<file path="src/rtl/bhr_pkg.sv">
package bhr_pkg;

   typedef enum logic [2:0] {
      KIND_JUMP = 3'd0,
      KIND_COND = 3'd1,
      KIND_CALL = 3'd2,
      KIND_RET  = 3'd3,
      KIND_IRET = 3'd4,
      KIND_RSV5 = 3'd5,
      KIND_RSV6 = 3'd6,
      KIND_RSV7 = 3'd7
   } br_kind_e;

   // Bits per update and extent of the folded address fields.
   localparam int unsigned STEP_BITS     = 2;
   localparam int unsigned SRC_LIVE_BITS = 20;
   localparam int unsigned DST_LIVE_BITS = 6;
   localparam int unsigned SCATTER_PAIRS = 8;
   localparam int unsigned MIX_SPAN      = SCATTER_PAIRS * STEP_BITS;

   // Low bit of the source pair folded into history pair k.
   function automatic int unsigned pair_src_lsb(input int unsigned k);
      case (k)
         0:       return 6;
         1:       return 10;
         2:       return 14;
         3:       return 4;
         4:       return 8;
         5:       return 12;
         6:       return 16;
         default: return 18;
      endcase
   endfunction

endpackage

</file>
<file path="src/rtl/bhr_kind_filter.sv">
module bhr_kind_filter
   import bhr_pkg::*;
(
   input  logic     valid_i,
   input  logic     taken_i,
   input  br_kind_e kind_i,
   output logic     upd_o
);

   logic kind_ok;

   always_comb begin
      unique case (kind_i)
         KIND_JUMP, KIND_COND, KIND_CALL, KIND_RET: kind_ok = 1'b1;
         default:                                   kind_ok = 1'b0;
      endcase
   end

   assign upd_o = valid_i & taken_i & kind_ok;

endmodule

</file>
<file path="src/rtl/bhr_fold.sv">
module bhr_fold
   import bhr_pkg::*;
#(
   parameter int unsigned HIST_W = 58,
   parameter int unsigned ADDR_W = 48
) (
   input  logic [HIST_W-1:0] hist_i,
   input  logic [ADDR_W-1:0] src_i,
   input  logic [ADDR_W-1:0] dst_i,
   output logic [HIST_W-1:0] nxt_o
);

   localparam int unsigned KEEP_W = HIST_W - STEP_BITS;

   logic [MIX_SPAN-1:0]      src_mix;
   logic [HIST_W-1:0]        shifted;
   logic [HIST_W-1:0]        src_term;
   logic [HIST_W-1:0]        dst_term;

   for (genvar gk = 0; gk < SCATTER_PAIRS; gk++) begin : g_pair
      localparam int unsigned LSB = pair_src_lsb(gk);
      assign src_mix[gk*STEP_BITS +: STEP_BITS] = src_i[LSB +: STEP_BITS];
   end

   assign shifted  = {hist_i[KEEP_W-1:0], {STEP_BITS{1'b0}}};
   assign src_term = {{(HIST_W-MIX_SPAN){1'b0}}, src_mix};
   assign dst_term = {{(HIST_W-DST_LIVE_BITS){1'b0}}, dst_i[DST_LIVE_BITS-1:0]};
   assign nxt_o    = shifted ^ src_term ^ dst_term;

   logic unused_bits;
   assign unused_bits = ^{hist_i[HIST_W-1:KEEP_W], src_i[ADDR_W-1:MIX_SPAN+4],
                          src_i[3:0], dst_i[ADDR_W-1:DST_LIVE_BITS]};

endmodule

</file>
<file path="src/rtl/bhr_ckpt.sv">
module bhr_ckpt #(
   parameter int unsigned HIST_W = 58
) (
   input  logic              clk_i,
   input  logic              rst_ni,
   input  logic              snap_i,
   input  logic [HIST_W-1:0] hist_i,
   output logic [HIST_W-1:0] ckpt_o
);

   logic [HIST_W-1:0] ckpt_q;

   always_ff @(posedge clk_i) begin
      if (!rst_ni)     ckpt_q <= '0;
      else if (snap_i) ckpt_q <= hist_i;
   end

   assign ckpt_o = ckpt_q;

   p_snap_capture_r10: assert property (@(posedge clk_i) disable iff (!rst_ni)
      snap_i |=> ckpt_o == $past(hist_i));
   p_ckpt_hold_r10: assert property (@(posedge clk_i) disable iff (!rst_ni)
      !snap_i |=> $stable(ckpt_o));

endmodule

</file>
<file path="src/rtl/bhr_global_history.sv">
module bhr_global_history
   import bhr_pkg::*;
#(
   parameter int unsigned HIST_W = 58,
   parameter int unsigned ADDR_W = 48
) (
   input  logic              clk_i,
   input  logic              rst_ni,
   input  logic              br_valid_i,
   input  logic [2:0]        br_type_i,
   input  logic              br_taken_i,
   input  logic [ADDR_W-1:0] br_src_i,
   input  logic [ADDR_W-1:0] br_dst_i,
   input  logic              snap_i,
   input  logic              restore_i,
   output logic [HIST_W-1:0] hist_o,
   output logic [HIST_W-1:0] ckpt_o
);

   localparam int unsigned TOP_KEEP = HIST_W - MIX_SPAN;

   initial begin : elab_checks
      assert (HIST_W >= MIX_SPAN + STEP_BITS)
         else $error("HIST_W too small for the scatter field");
      assert (HIST_W % STEP_BITS == 0)
         else $error("HIST_W must be a multiple of the step size");
      assert (ADDR_W >= SRC_LIVE_BITS)
         else $error("ADDR_W must cover the folded source bits");
   end

   logic              upd;
   logic [HIST_W-1:0] hist_q;
   logic [HIST_W-1:0] hist_nxt;
   logic [HIST_W-1:0] ckpt;

   bhr_kind_filter u_filter (
      .valid_i (br_valid_i),
      .taken_i (br_taken_i),
      .kind_i  (br_kind_e'(br_type_i)),
      .upd_o   (upd)
   );

   bhr_fold #(.HIST_W(HIST_W), .ADDR_W(ADDR_W)) u_fold (
      .hist_i (hist_q),
      .src_i  (br_src_i),
      .dst_i  (br_dst_i),
      .nxt_o  (hist_nxt)
   );

   bhr_ckpt #(.HIST_W(HIST_W)) u_ckpt (
      .clk_i  (clk_i),
      .rst_ni (rst_ni),
      .snap_i (snap_i),
      .hist_i (hist_q),
      .ckpt_o (ckpt)
   );

   always_ff @(posedge clk_i) begin
      if (!rst_ni)        hist_q <= '0;
      else if (restore_i) hist_q <= ckpt;
      else if (upd)       hist_q <= hist_nxt;
   end

   assign hist_o = hist_q;
   assign ckpt_o = ckpt;

   p_hold_idle_r8: assert property (@(posedge clk_i) disable iff (!rst_ni)
      (!upd && !restore_i) |=> $stable(hist_o));
   p_not_taken_r6: assert property (@(posedge clk_i) disable iff (!rst_ni)
      !br_taken_i |-> !upd);
   p_iret_ignored_r7: assert property (@(posedge clk_i) disable iff (!rst_ni)
      (br_type_i >= 3'd4) |-> !upd);
   p_upper_shift_r2: assert property (@(posedge clk_i) disable iff (!rst_ni)
      (upd && !restore_i) |=>
         hist_o[HIST_W-1:MIX_SPAN] == $past(hist_o[TOP_KEEP+MIX_SPAN-STEP_BITS-1:MIX_SPAN-STEP_BITS]));
   p_low_pair_r3: assert property (@(posedge clk_i) disable iff (!rst_ni)
      (upd && !restore_i) |=> hist_o[1:0] == $past(br_dst_i[1:0] ^ br_src_i[7:6]));
   p_restore_wins_r11: assert property (@(posedge clk_i) disable iff (!rst_ni)
      restore_i |=> hist_o == $past(ckpt_o));

endmodule

</file>
<file path="config.mk">
export PLATFORM = sky130hd
export DESIGN_NAME = bhr_global_history
export DESIGN_NICKNAME = d
export VERILOG_FILES = /design/src/rtl/bhr_pkg.sv /design/src/rtl/bhr_kind_filter.sv /design/src/rtl/bhr_fold.sv /design/src/rtl/bhr_ckpt.sv /design/src/rtl/bhr_global_history.sv
export SDC_FILE = /design/constraint.sdc
export NUM_CORES = 1
export LEC_CHECK = 0
export CAP_MARGIN = 20
export CORE_ASPECT_RATIO = 0.5
export CORE_MARGIN = 2
export CORE_UTILIZATION = 46
export DETAILED_ROUTE_END_ITERATION = 16
export DONT_BUFFER_PORTS = 1
export MAX_ROUTING_LAYER = met4
export PLACE_DENSITY_LB_ADDON = 0.05
export SLEW_MARGIN = 20
export SYNTH_ARGS = -nofsm -noshare
export SYNTH_HDL_FRONTEND = slang
export SYNTH_SLANG_ARGS = --single-unit
</file>
<file path="constraint.sdc">
create_clock -name clk_i -period 1.32 [get_ports clk_i]
set_clock_uncertainty 0.1 [all_clocks]
set_input_delay 0.132 -clock clk_i [delete_from_list [all_inputs] [get_ports clk_i]]
set_output_delay 0.132 -clock clk_i [all_outputs]
set_load 0.01 [all_outputs]
</file>
==> impl_summary.md <==
Clocking
The CTS H-tree depth is 4. The TritonCTS clock tree is built. The number of sinks handled by clock tree synthesis is 116.

At the later pin of the worst-skew pair, clock insertion delay measures 0.40 ns. The number of hold buffers added after CTS was 17. The total clock buffers created by CTS is 17. CTS placed an instance of sky130_fd_sc_hd__clkbuf_16 at the clock tree root. After clock tree synthesis, the clock-pin slew on the worst setup and hold paths is 0.05 ns.

The number of buffers between clock root and the deepest sink is 2.

Global route
The global-route wire length before repair is 17400 um. For this run, the total global-route usage over all layers was measured as 0.194. In the global route stage, met1 resource usage came out at 0.228. The most used routing layer is met2. For met2 alone, demand over resource in global routing was 0.299.

The maximum number of pins on one net before global-route repair is 122. The initial antenna violation count was 0. After global routing the overflow that remains totals 0. The number of global-route vias before repair is 3323. The fraction of met3 tracks used by global routing is 0.0953.

Floorplanning
The region available for standard cell placement spans 10300 sq um. In this run the horizontal extent of the chip is 151 um. The floorplan step set the die height to 77.5 um.

The number of primary I/O pins is 221. The floorplan has 26 rows. The die covers 11700 sq um.

The initial utilization of the core area, before any placement, comes to 0.480.

Outcome
The run finished, with violations left. The final reports fail on negative hold slack.

STA
The fraction of the cycle the final worst path needs is 0.942. Setup repair after global routing left no endpoint under its margin. Across all hold checks on the routed design, the worst slack comes to -0.228 ns. The final-report hold violation count is 108. Measured against its own limit, the worst slew margin works out to 0.796. At the pin with the least slew margin, the transition time is 0.306 ns. For the final routed database, the setup TNS stands at 0 ns. The maximum operating frequency is 0.804 GHz. After layout, the minimum clock period comes to 1.24 ns. Setup violations remaining at the end of the flow were counted as 0. The number of max-slew violations in the final report was 0.

Synth
Synthesis produced a netlist whose cell count is 468. Sorting the synthesized cells by area gives the leading types as sky130_fd_sc_hd__dfxtp_1 (47%), sky130_fd_sc_hd__mux2i_1 (23%), sky130_fd_sc_hd__nor2b_1 (7.3%). The share of the synthesized area in the top cell type is 0.468. Sorting the synthesized cells by how often they occur yields sky130_fd_sc_hd__dfxtp_1 (116), sky130_fd_sc_hd__mux2i_1 (112), sky130_fd_sc_hd__nor2b_1 (58), sky130_fd_sc_hd__a21oi_1 (42), sky130_fd_sc_hd__o21ai_0 (39). The net count after synthesis is 573. Yosys printed 0 warnings. The synthesized area per cell is 10.6 sq um. Counting distinct cell types in the post-synthesis netlist gives 23. Counting flops and latches in the post-synthesis netlist gives 116. The post-synth design cell area is 4970 sq um.

The prevailing post-synth register cell is sky130_fd_sc_hd__dfxtp_1. The sequential-to-total area share from yosys stat is 0.468. The biggest area consumer among synthesized cells is sky130_fd_sc_hd__dfxtp_1. Counting flops with an async set or reset pin after synthesis yields a share of 0.

The most common cell in the synthesized netlist is sky130_fd_sc_hd__dfxtp_1. Yosys mapped a number of flops with a built-in enable equal to 0.

Power
The leakage power summed over all cells is 2.53 nW. Across the VDD grid, the largest voltage drop is 1060 uV. For this design the ratio of total power to cell area is 1590 nW/um^2. The design draws 9.10 mW.

Placement
In this run the tool buffered the top-level ports with 0 buffer cells. At the end of routability-driven placement, the weighted congestion stood at 0.758. The HPWL after detailed placement is 6710 um.

Routing
The average routed wire per standard cell is 17.6 um. The remaining number of nets flagged by the antenna check after routing is 0. The via-per-instance ratio is 5.41. The final route contains 3366 vias.

The detailed router finished its first iteration with 135 violations. The routed wire length is 10900 um. The first TritonRoute pass finished after 4 iterations. For this run, design rule violations remaining after detail routing come to 0.

Final layout
The number of nets in the layout is 576. The antenna diode count is 0. The layout-stage area growth over the synthesis result is 15.2%.

Of the cells placed in the final design, the portion with a size suffix greater than 1 is 0.102.

Min path
The worst hold path belongs to the class in2reg.

Flow run
Across the run, the number of max-cap violations was 0.

Critical path
The endpoint arrival time on the critical path is 1.48 ns. STA classifies the critical path endpoint as a flop. For the worst setup path, the data required time is 1.55 ns. The startpoint class of the critical path is a flop. In this run the worst path has a maximum fanout of 3. The category of the critical setup timing path is reg2reg.
worst paths after layout:
check                endpoint  cells past startpoint  slack [ns]              from
max reg2reg         hist_o[7]                      3        0.08  u_ckpt.ckpt_o[7]
max                 hist_o[7]                      3        0.08  u_ckpt.ckpt_o[7]
min          u_ckpt.ckpt_o[4]                      1       -0.23            rst_ni
min reg2reg  u_ckpt.ckpt_o[8]                      2        0.46  u_ckpt.ckpt_o[8]
metrics by stage:
stage,cells,area [sq um],utilization,worst slack [ns]
6_report,622,5720,0.553,0.0764
5_1_grt,622,5720,0.553,0.0186
4_1_cts,622,5710,0.552,0.0190
3_5_place_dp,575,4920,0.476,0.190
3_3_place_gp,575,4920,0.476,0.243
2_1_floorplan,468,4970,-,0.298
area by class of cell:
type                    instances  area, sq um
clock buffers                  20          467
clock inverters                10          155
fillers                       878         4620
inverters                       1         6.26
multi-input cells             313         2330
flip-flops and latches        116         2330
well taps                     140          175
repair buffers                 22          258
where the power goes:
group	internal, mW	total, mW	switching [mW]	leakage (nW)
combinational	0.262	0.456	0.194	1.27
clock	3.27	4.81	1.54	0.304
sequential	3.63	3.83	0.200	0.950
total	7.17	9.10	1.94	2.53
cells in the final DEF, fill, tap and decap left out:
cell type / count
sky130_fd_sc_hd__mux2i_1: 112
sky130_fd_sc_hd__dfxtp_1: 108
sky130_fd_sc_hd__nor2b_1: 58
sky130_fd_sc_hd__a21oi_1: 42
sky130_fd_sc_hd__o21ai_0: 39
sky130_fd_sc_hd__clkbuf_16: 17
sky130_fd_sc_hd__dlygate4sd3_1: 17
sky130_fd_sc_hd__o21ai_1: 15
sky130_fd_sc_hd__xor2_1: 12
sky130_fd_sc_hd__nand3_1: 12
sky130_fd_sc_hd__xnor2_1: 8
sky130_fd_sc_hd__dfxtp_2: 8
sky130_fd_sc_hd__and4_2: 4
sky130_fd_sc_hd__and3_1: 4
sky130_fd_sc_hd__a211o_1: 4
sky130_fd_sc_hd__bufinv_16: 4
sky130_fd_sc_hd__clkinv_2: 4
sky130_fd_sc_hd__buf_12: 4
sky130_fd_sc_hd__clkbuf_8: 3
sky130_fd_sc_hd__clkinvlp_4: 2
sky130_fd_sc_hd__inv_4: 1
sky130_fd_sc_hd__nand3b_4: 1
sky130_fd_sc_hd__nand2b_1: 1
sky130_fd_sc_hd__nor2_1: 1
sky130_fd_sc_hd__buf_4: 1
registers in the layout (all words and copies together), names as in the netlist:
name / flops
hist_o: 58
u_ckpt.ckpt_o: 58
repair_timing:
| item | CTS | global route |
|---|---|---|
| endpoints found under the hold margin | 116 | 108 |
| endpoints found under the setup margin | 0 | 8 |
| setup buffers | 0 | 0 |
| resized for setup | 0 | 8 |
cell families (layout without fill, tap and decap cells):
| kind of cell | Yosys count | count (layout) | synth area share |
|---|---|---|---|
| flip-flops | 116 | 116 | 0.468 |
| AND/OR/NAND/NOR | 81 | 81 | 0.104 |
| multiplexers | 112 | 112 | 0.226 |
| AO/OA/AOI/OAI | 100 | 100 | 0.104 |
| buffers and inverters | 39 | 53 | 0.0635 |
| XOR/XNOR | 20 | 20 | 0.0353 |
critical path, stage by stage, from the launching register on:
cell	delay (ns)
sky130_fd_sc_hd__dfxtp_2	0.36
sky130_fd_sc_hd__nand3_1	0.08
sky130_fd_sc_hd__dlygate4sd3_1	0.57
sky130_fd_sc_hd__o21ai_1	0.07
routing by layer:
layer,part of all wire,up-vias
met4,0.0066,0
met3,0.094,10
met1,0.45,1607
li1,-,1643
met2,0.45,106
met5,0,-
Note: power is estimated with default switching activity, not from simulation.
